[config.mk]
export PLATFORM = sky130hd
export DESIGN_NAME = clkgate_ctrl
export DESIGN_NICKNAME = d
export VERILOG_FILES = /design/src/rtl/clkgate_pkg.sv /design/src/rtl/clkgate_req_sync.sv /design/src/rtl/clkgate_cell.sv /design/src/rtl/clkgate_stop_ctrl.sv /design/src/rtl/clkgate_ctrl.sv
export SDC_FILE = /design/constraint.sdc
export NUM_CORES = 1
export LEC_CHECK = 0
export BUFFER_PORTS_ARGS = -buffer_cell sky130_fd_sc_hd__buf_2
export CORE_MARGIN = 10
export CORE_UTILIZATION = 40
export DETAILED_ROUTE_END_ITERATION = 8
export PLACE_DENSITY_LB_ADDON = 0.3
export SYNTH_ARGS = -nofsm -noshare
export SYNTH_HDL_FRONTEND = slang
export SYNTH_HIERARCHICAL = 1
export SYNTH_SLANG_ARGS = --single-unit
[constraint.sdc]
create_clock -name src_clk -period 1.45 [get_ports src_clk]
set_input_delay 0.0725 -clock src_clk [delete_from_list [all_inputs] [get_ports src_clk]]
set_output_delay 0.0725 -clock src_clk [all_outputs]
set_load 0.05 [all_outputs]
[src/rtl/clkgate_pkg.sv]
package clkgate_pkg;

    typedef enum logic {
        GATE_OFF = 1'b0,
        GATE_ON  = 1'b1
    } gate_e;

    // Width of a counter that must hold values 0 .. n-1.
    function automatic int unsigned cnt_bits(input int unsigned n);
        int unsigned w;
        w = $clog2(n);
        if (w < 1) w = 1;
        return w;
    endfunction

endpackage

[src/rtl/clkgate_req_sync.sv]
module clkgate_req_sync #(
    parameter int unsigned STAGES = 2
) (
    input  logic clk,
    input  logic rst_n,
    input  logic din,
    output logic dout
);
    logic [STAGES-1:0] sh_d, sh_q;

    always_comb begin
        sh_d = {sh_q[STAGES-2:0], din};
    end

    always_ff @(posedge clk or negedge rst_n) begin
        if (!rst_n) sh_q <= '0;
        else        sh_q <= sh_d;
    end

    assign dout = sh_q[STAGES-1];
endmodule

[src/rtl/clkgate_cell.sv]
module clkgate_cell (
    input  logic clk,
    input  logic rst_n,
    input  logic en_req,
    output logic en_o,
    output logic gclk
);
    logic en_d, en_q;

    always_comb begin
        en_d = en_req;
    end

    // The enable is taken only while clk is low, so gclk cannot glitch.
    always_ff @(negedge clk or negedge rst_n) begin
        if (!rst_n) en_q <= 1'b0;
        else        en_q <= en_d;
    end

    assign en_o = en_q;
    assign gclk = clk & en_q;
endmodule

[src/rtl/clkgate_stop_ctrl.sv]
module clkgate_stop_ctrl
    import clkgate_pkg::*;
#(
    parameter int unsigned MIN_ON = 10
) (
    input  logic clk,
    input  logic rst_n,
    input  logic stop_sync,
    input  logic pd_sync,
    output logic run_o
);
    localparam int unsigned   CW      = cnt_bits(MIN_ON);
    localparam logic [CW-1:0] CNT_TOP = CW'(MIN_ON - 1);

    typedef struct packed {
        gate_e         run;
        logic [CW-1:0] cnt;
    } state_t;

    state_t s_d, s_q;

    always_comb begin
        s_d = s_q;
        if (pd_sync) begin
            s_d.run = GATE_OFF;
            s_d.cnt = '0;
        end else if (s_q.run == GATE_OFF) begin
            if (!stop_sync) begin
                s_d.run = GATE_ON;
                s_d.cnt = '0;
            end
        end else if (s_q.cnt == CNT_TOP) begin
            if (stop_sync) s_d.run = GATE_OFF;
        end else begin
            s_d.cnt = s_q.cnt + 1'b1;
        end
    end

    always_ff @(posedge clk or negedge rst_n) begin
        if (!rst_n) s_q <= '{run: GATE_OFF, cnt: '0};
        else        s_q <= s_d;
    end

    assign run_o = (s_q.run == GATE_ON);


    no_early_stop_chk: assert property (@(posedge clk) disable iff (!rst_n)
        ($fell(run_o) && !$past(pd_sync)) |-> ($past(s_q.cnt) == CNT_TOP));


    cnt_bound_chk: assert property (@(posedge clk) disable iff (!rst_n)
        s_q.cnt <= CNT_TOP);


    clean_restart_chk: assert property (@(posedge clk) disable iff (!rst_n)
        $rose(run_o) |-> (!$past(stop_sync) && !$past(pd_sync)));
endmodule

[src/rtl/clkgate_ctrl.sv]
module clkgate_ctrl #(
    parameter int unsigned NUM_GATED     = 6,
    parameter int unsigned MIN_ON_CYCLES = 10,
    parameter int unsigned SYNC_STAGES   = 2
) (
    input  logic                 src_clk,
    input  logic                 rst_n,
    input  logic                 stop_req_n,
    input  logic                 pwrdn_req_n,
    output logic [NUM_GATED-1:0] gated_clk,
    output logic                 free_clk
);
    logic                 stop_q, pd_q, run;
    logic                 grp_req;
    logic [NUM_GATED-1:0] gate_en;
    logic                 free_en;

    clkgate_req_sync #(.STAGES(SYNC_STAGES)) u_stop_sync (
        .clk(src_clk), .rst_n(rst_n), .din(~stop_req_n), .dout(stop_q)
    );

    clkgate_req_sync #(.STAGES(SYNC_STAGES)) u_pd_sync (
        .clk(src_clk), .rst_n(rst_n), .din(~pwrdn_req_n), .dout(pd_q)
    );

    clkgate_stop_ctrl #(.MIN_ON(MIN_ON_CYCLES)) u_ctrl (
        .clk(src_clk), .rst_n(rst_n), .stop_sync(stop_q),
        .pd_sync(pd_q), .run_o(run)
    );

    assign grp_req = run & ~pd_q;

    for (genvar i = 0; i < NUM_GATED; i++) begin : g_cell
        clkgate_cell u_cell (
            .clk(src_clk), .rst_n(rst_n), .en_req(grp_req),
            .en_o(gate_en[i]), .gclk(gated_clk[i])
        );
    end

    clkgate_cell u_free (
        .clk(src_clk), .rst_n(rst_n), .en_req(~pd_q),
        .en_o(free_en), .gclk(free_clk)
    );


    pd_gate_chk: assert property (@(posedge src_clk) disable iff (!rst_n)
        pd_q |-> (gate_en == '0 && !free_en));


    stopped_low_chk: assert property (@(posedge src_clk) disable iff (!rst_n)
        !run |-> (gate_en == '0));


    lockstep_chk: assert property (@(posedge src_clk) disable iff (!rst_n)
        (gate_en == '0) || (gate_en == '1));


    free_resume_chk: assert property (@(posedge src_clk) disable iff (!rst_n)
        $fell(pd_q) |-> free_en);
endmodule

==> results.md, run 1 <==
- Global Route Usage Sum: 7.85%
- Seq. cell area: 400 um^2
- Via count: 447
- CP max stage cell: dfrtn_1
- Placed Instance Area: 724 um^2
- Layout cells sized above 1: 41.9%
- Seq/Total Area, Yosys: 64.3%
- Crit-path max cell delay: 0.39 ns
- DP HPWL: 710 um
- Yosys reg bits: 16
- Post-Syn Area: 623 um^2
- Slew HR: 76.8%
- Final Instance Area: 903 um^2
- Synth unique cells: 19
- ANT cells: 0
- Top FF cell, synth: dfrtp_1
- Top-area cell type share of the netlist area: 36.1%
- Core box area: 0.00149 mm^2
- CP arrival: 1.80 ns
- Worst setup margin: -0.418 ns
- Multi-input gate area: 229 um^2
- Synth area leader: dfrtp_1
- Failing checks: negative setup slack
- Syn_nets: 56
- Crit start category: register
- Clk_skew: 0.0127 ns
- # DRC: 0
- Pin count of the biggest net entering global routing: 17
- Die W: 59.5 um
- Top cells by count, synth: dfrtp_1, and2_1, dfrtn_1, inv_1, a21oi_1
- Grt ovf: 0
- Post-synth EDFFs: 0
- Delay-heaviest family, CP: flip-flops
- Antenna viol nets, final: 0
- Status: finished, violations left
- CP Cell Sequence: and2_4 -> buf_8
- Most common cell in the netlist: dfrtp_1
- Final TNS setup: -2.85 ns
- Total iterations of the first detailed-routing run: 4
- Leak Pwr: 0.432 nW
- Final Non-Filler Cells: 90
- Die H: 59.5 um
- Initial core utilization: 41.8%
- Overall power: 0.00147 W
- Setup CP Type: reg -> out
- First-pass GRT wire length: 1.87 mm
- Final wirelength: 1.15 mm
- Die ar.: 0.00354 mm^2
- Synthesis-to-layout area growth: 45.0%
- Buf+Inv Stages, Crit Path: 1
- Placer congestion estimate: 0.740
- Synth Warn #: 6
- Vias in the first global route: 513
- Cell count after synthesis: 50
- Crit Path Max Fanout: 1
- Vias/cell: 4.97
- RSZ-0062 raised after global routing: true
- Reg clk slew, reported paths: 0.09 ns
- Measured slew at the worst slew-check pin: 0.348 ns
- Slew Limit Fails: 0
- Worst setup EP type: primary output
- Synth top area cells: dfrtp_1, dfrtn_1, and2_1, ha_1, a21oi_1
- Initial antenna violation count: 0
- Clk Latency, worst-skew pair: 0.40 ns
- # Max-Cap Violations: 0
- IO Port Bufs: 10
- Fraction of registers with async set/reset: 100%
- Fillers: 120
- CTS tree: done
- DP Cell Count: 78
- Nets: 80
- # setup viols final: 14
- Hold Path Class: in -> async
- Post-Place Worst Slack: -0.0839 ns
- IO Count: 11
- Wire length per cell: 12.8 um
- Fin. Hold Viols: 0
- CP required: 1.38 ns
- Maximum VDD drop: 0.965 mV
- Power density cells: 1630 mW/mm^2
- Cell Rows: 14
- Drt initial violations: 7
- Syn avg cell area: 12.5 um^2
-- through the flow --
| step | util, % | hold slack, ns |
|---|---|---|
| after global placement | 48.7 | 0.00164 |
| after CTS | 60.7 | 0.116 |
| final | 60.7 | 0.116 |
| after floorplan | - | -0.223 |
| after detailed placement | 48.7 | -0.000155 |
| after global routing | 60.7 | 0.119 |
-- routing by layer --
metal	GRT usage, %	up-vias	wire, um
met5	0	-	0
met4	14.8	0	65
met3	9.23	6	101
met2	6.39	16	486
met1	6.25	210	497
li1	-	215	-
-- final timing paths --
| check | from | endpoint | depth (start not counted) | slack (ns) |
|---|---|---|---|---|
| max reg2reg | u_ctrl/run_o | g_cell[3].u_cell/en_o | 1 | 0.06 |
| min | rst_n | u_ctrl/s_q[2] | 2 | 0.12 |
| min reg2reg | u_stop_sync/sh_q[0] | u_stop_sync/sh_q[1] | 0 | 0.36 |
| min in group src_clk | pwrdn_req_n | u_pd_sync/sh_q[0] | 3 | 0.36 |
| max | g_cell[0].u_cell/en_o | gated_clk[0] | 2 | -0.42 |
| max in group asynchronous | rst_n | g_cell[3].u_cell/en_o | 2 | 0.45 |
-- cell type report --
cell class,instances,area share (%)
clock buffer,16,19.4
inverter,5,2.08
multi-input combinational,29,25.3
sequential,16,44.3
tap,16,2.22
timing repair buffer,8,6.65
-- sequential cells by signal (all words and copies together), names as in the netlist --
signal              cells
u_free/en_o             1
u_stop_sync/sh_q        2
u_ctrl/s_q              4
g_cell.u_cell/en_o      6
u_pd_sync/sh_q          2
u_ctrl/run_o            1
-- report_power, final --
part	switching (W)	internal, W
clock network	0.000445	0.000479
logic	0.0000301	0.0000298
registers	0.0000170	0.000471
total	0.000492	0.000980
-- cell families (layout without fill, tap and decap cells) --
logic type | Yosys count | after routing | share of synthesized area, %
buf+inv | 5 | 29 | 3.01
flops | 16 | 16 | 64.3
fa+ha+maj | 2 | 2 | 4.02
simple gates | 17 | 17 | 17.7
compound gates | 10 | 10 | 11.0
-- placed cells by master, fill, tap and decap left out, drive strengths merged --
cell	synthesis	routed
a311oi	1	1
a21oi	4	4
a211oi	1	1
nand2	2	2
and4b	1	1
dfrtn	7	7
nand3b	1	1
buf	0	12
nor2b	1	1
o32ai	1	1
o22ai	1	1
dlygate4sd3	0	3
and2	7	7
o21ai	1	1
nand3	1	1
or2	1	1
nand2b	3	3
clkbuf	0	9
dfrtp	9	9
inv	5	5
o21a	1	1
ha	2	2
-- timing repair --
item,4_1_cts,5_1_grt
endpoints found under the hold margin,11,0
endpoints found under the setup margin,14,14
hold buffers,3,0
resized for setup,28,0
setup buffers,0,0
(Power assumes the default switching activity.)
==> run 2, diff against run 1 <==
Settings changed: BUFFER_PORTS_ARGS -buffer_cell sky130_fd_sc_hd__buf_2 to unset, DONT_BUFFER_PORTS set to 1, SLEW_MARGIN set to 25.
==> results.md, run 2 (synthesis results as in run 1) <==
- First-pass GRT wire length: 2.07 mm
- Grt ovf: 0
- Slew HR: 53.9%
- DP Cell Count: 68
- Util after Layout: 52.6%
- Most common cell after layout, fill and taps aside: dfrtp_1
- Final wirelength: 1.21 mm
- CP arrival: 1.75 ns
- Crit Path Max Fanout: 1
- Cell Rows: 14
- Placer congestion estimate: 0.802
- Max reg flops: 6
- Worst setup margin: -0.373 ns
- Top Usage Layer GRT: met4
- Nets: 70
- Global Route Usage Sum: 9.20%
- Setup CP Type: reg -> out
- RSZ-0062 raised after global routing: true
- Total iterations of the first detailed-routing run: 4
- IO Count: 11
- Commonest cells after routing, fill and taps aside: dfrtp_1, clkbuf_4, and2_4, dfrtn_1, inv_1
- Worst setup EP type: primary output
- CP max stage cell: dfrtn_1
- Final Non-Filler Cells: 80
- Slew Limit Fails: 0
- # setup viols final: 14
- Status: finished, violations left
- Layout cells sized above 1: 32.8%
- Measured slew at the worst slew-check pin: 0.689 ns
- Die H: 59.5 um
- Failing checks: negative setup slack
- Synthesis-to-layout area growth: 25.7%
- ANT cells: 0
- Crit-path max cell delay: 0.39 ns
- # DRC: 0
- Via count: 408
- Wire length per cell: 15.1 um
- Antenna viol nets, final: 0
- Hold Path Class: in -> async
- Pin count of the biggest net entering global routing: 17
- Initial antenna violation count: 0
- Final Instance Area: 783 um^2
- IO Port Bufs: 0
- Overall power: 0.00132 W
- Die W: 59.5 um
- Vias/cell: 5.10
- DP HPWL: 669 um
- Hold Slack: 0.155 ns
- # Max-Cap Violations: 0
- Maximum VDD drop: 0.882 mV
- CP Cell Sequence: and2_4
- Die ar.: 0.00354 mm^2
- Met1 usage: 7.14%
- GRT met2 Usage: 9.66%
- Buf+Inv Stages, Crit Path: 0
- CP required: 1.38 ns
- Core box area: 0.00149 mm^2
- Crit start category: register
- Power density cells: 1680 mW/mm^2
- Drt initial violations: 6
- Initial core utilization: 41.8%
- Vias in the first global route: 447
- Clk Latency, worst-skew pair: 0.40 ns
- Delay-heaviest family, CP: flip-flops
- Fin. Hold Viols: 0
- Reg clk slew, reported paths: 0.09 ns
- Placed Instance Area: 674 um^2
- CTS tree: done
- Leak Pwr: 0.370 nW
- Clk_skew: 0.0108 ns
- Met3 usage: 10.9%
==> run 2: changes by cell type in the layout (fill, tap and decap cells not counted) <==
| cell | change |
|---|---|
| buf_2 | -3 |
| buf_8 | -7 |
==> run 2: final timing paths <==
| kind | start | to | slack [ns] | cells past startpoint |
|---|---|---|---|---|
| worst max-delay path | g_cell[2].u_cell/en_o | gated_clk[2] | -0.37 | 1 |
| min in group src_clk | stop_req_n | u_stop_sync/sh_q[0] | 0.27 | 2 |
| worst min register to register | u_pd_sync/sh_q[0] | u_pd_sync/sh_q[1] | 0.35 | 0 |
| worst min-delay path | rst_n | u_ctrl/s_q[2] | 0.16 | 1 |
| worst max register to register | u_pd_sync/sh_q[1] | g_cell[5].u_cell/en_o | 0.04 | 1 |
| max in group asynchronous | rst_n | g_cell[3].u_cell/en_o | 0.22 | 1 |
==> run 2: repair_timing <==
action                                  CTS  global route
pin swaps                                 0             0
hold endpoints to repair                 18             0
resized for setup                         7             0
setup buffers                             0             0
endpoints found under the setup margin   14            14
hold buffers                              3             0
==> run 2: power breakdown <==
part / internal (W) / total [W] / switching (W)
clock network: 0.000355 / 0.000770 / 0.000415
logic: 0.0000271 / 0.0000588 / 0.0000317
registers: 0.000471 / 0.000488 / 0.0000170
total: 0.000854 / 0.00132 / 0.000464
==> run 2: cell type report <==
cell class                      count  area (um^2)
Sequential cell                    16          400
Timing Repair Buffer                5         45.0
Fill cell                         126          706
Tap cell                           16         20.0
Multi-Input combinational cell     29          229
Clock buffer                        9         70.1
Inverter                            5         18.8
==> run 2: stage by stage <==
step                      setup WS [ns]  setup TNS [ns]
final                            -0.373           -2.57
after global routing             -0.438           -2.94
after CTS                        -0.392           -2.69
after detailed placement       -0.00150        -0.00150
after global placement         -0.00193        -0.00193
after floorplan                -0.00550         -0.0330
==> run 2: routing by layer <==
metal  vias to the layer above  wire length [um]
li1                        193                 -
met1                       193               467
met4                         0                44
met5                         -                 0
met2                        17               569
met3                         5               126
==> run 3, diff against run 2 <==
Settings changed: CORE_MARGIN 10 to 2.
==> results.md, run 3 (synthesis results as in run 1) <==
- Commonest cells after routing, fill and taps aside: dfrtp_1, clkbuf_4, and2_4, dfrtn_1, inv_1
- Worst reg2reg setup slack: 0.05 ns
- Power density cells: 1670 mW/mm^2
- Global Route Usage Sum: 13.6%
- Vias in the first global route: 437
- Pin count of the biggest net entering global routing: 17
- Total iterations of the first detailed-routing run: 4
- Hold Path Class: in -> async
- CP Cell Sequence: and2_4
- Placer congestion estimate: 0.790
- Final wirelength: 964 um
- RSZ-0062 raised after global routing: true
- Initial antenna violation count: 0
- Reg clk slew, reported paths: 0.09 ns
- Drt initial violations: 4
- Layout cells sized above 1: 32.8%
- Crit start category: register
- Final Instance Area: 783 um^2
- Clk Latency, worst-skew pair: 0.41 ns
- Most common cell after layout, fill and taps aside: dfrtp_1
- Core box area: 0.00149 mm^2
- # setup viols final: 14
- First-pass GRT wire length: 1.61 mm
- Multi-input gate area: 229 um^2
- Buf+Inv Stages, Crit Path: 0
- CP Depth: 1
- Measured slew at the worst slew-check pin: 0.681 ns
- Worst setup EP type: primary output
- Worst setup margin: -0.381 ns
- R2R cell count: 1
- DP HPWL: 604 um
- Max reg flops: 6
- Slew Limit Fails: 0
- Delay-heaviest family, CP: flip-flops
- # Max-Cap Violations: 0
- Status: finished, violations left
- Fillers: 121
- Synthesis-to-layout area growth: 25.7%
- Clk_skew: 0.0137 ns
- Crit-path max cell delay: 0.40 ns
- CP required: 1.38 ns
- Initial core utilization: 41.8%
- DP Cell Count: 68
- Via count: 409
- Die W: 43.5 um
- CTS tree: done
- Final Non-Filler Cells: 80
- # DRC: 0
- Setup CP Type: reg -> out
- Antenna viol nets, final: 0
- Placed Instance Area: 674 um^2
- Seq. cell area: 400 um^2
- Maximum VDD drop: 0.910 mV
- Cell Rows: 14
- Wire length per cell: 12.1 um
- Die ar.: 0.00189 mm^2
- Vias/cell: 5.11
- Fin. Hold Viols: 0
- Grt ovf: 0
- Die H: 43.5 um
- Leak Pwr: 0.370 nW
- IO Count: 11
- IO Port Bufs: 0
- Failing checks: negative setup slack
- Crit Path Max Fanout: 1
- CP arrival: 1.76 ns
- Slew HR: 54.5%
- ANT cells: 0
- Nets: 70
- CP max stage cell: dfrtn_1
==> run 3: cell counts in the layout (fill, tap and decap cells not counted) <==
No cell type changed its count.
==> run 3: layout make-up <==
cell class | count | share of cell area (%)
clock buffers | 9 | 8.95
multi-input cells | 29 | 29.2
flip-flops and latches | 16 | 51.1
well taps | 16 | 2.56
repair buffers | 5 | 5.75
inverters | 5 | 2.40
==> run 3: metrics by stage <==
step / hold WS (ns) / setup TNS, ns / utilization [%] / setup WS [ns] / power [W]
detailed placement: -0.223 / -0.0272 / 45.3 / -0.0126 / 0.000764
global route: 0.205 / -2.85 / 52.6 / -0.420 / 0.00138
global placement: -0.223 / 0 / 45.3 / 0.00269 / 0.000762
floorplan: -0.223 / -0.0330 / - / -0.00550 / 0.000749
finish: 0.147 / -2.61 / 52.6 / -0.381 / 0.00131
CTS: 0.175 / -2.72 / 52.6 / -0.396 / 0.00134
==> run 3: what timing repair did <==
action                                  4_1_cts  5_1_grt
gates resized for setup                       7        0
hold buffers                                  3        0
hold endpoints to repair                     18        0
buffers inserted                              0        0
endpoints found under the setup margin       14       14
==> run 3: worst paths after layout <==
path                                       start                     to
max                        g_cell[2].u_cell/en_o           gated_clk[2]
min                                        rst_n          u_ctrl/s_q[3]
max reg2reg                         u_ctrl/run_o  g_cell[4].u_cell/en_o
min reg2reg                    u_pd_sync/sh_q[0]      u_pd_sync/sh_q[1]
max in group asynchronous                  rst_n  g_cell[3].u_cell/en_o
min in group src_clk                  stop_req_n    u_stop_sync/sh_q[0]
==> run 3: report_power, final <==
group,switching (W),internal [W],total (W),leakage [nW]
Combinational,0.0000289,0.0000271,0.0000560,0.0938
Sequential,0.0000174,0.000472,0.000489,0.204
Clock,0.000412,0.000355,0.000767,0.0717
Total,0.000458,0.000854,0.00131,0.370
==> run 3: layer usage <==
metal / routed length (um) / track usage (%)
met5: 0 / 0
met1: 399 / 12.0
met3: 61 / 11.7
met2: 467 / 16.7
met4: 35 / 16.4
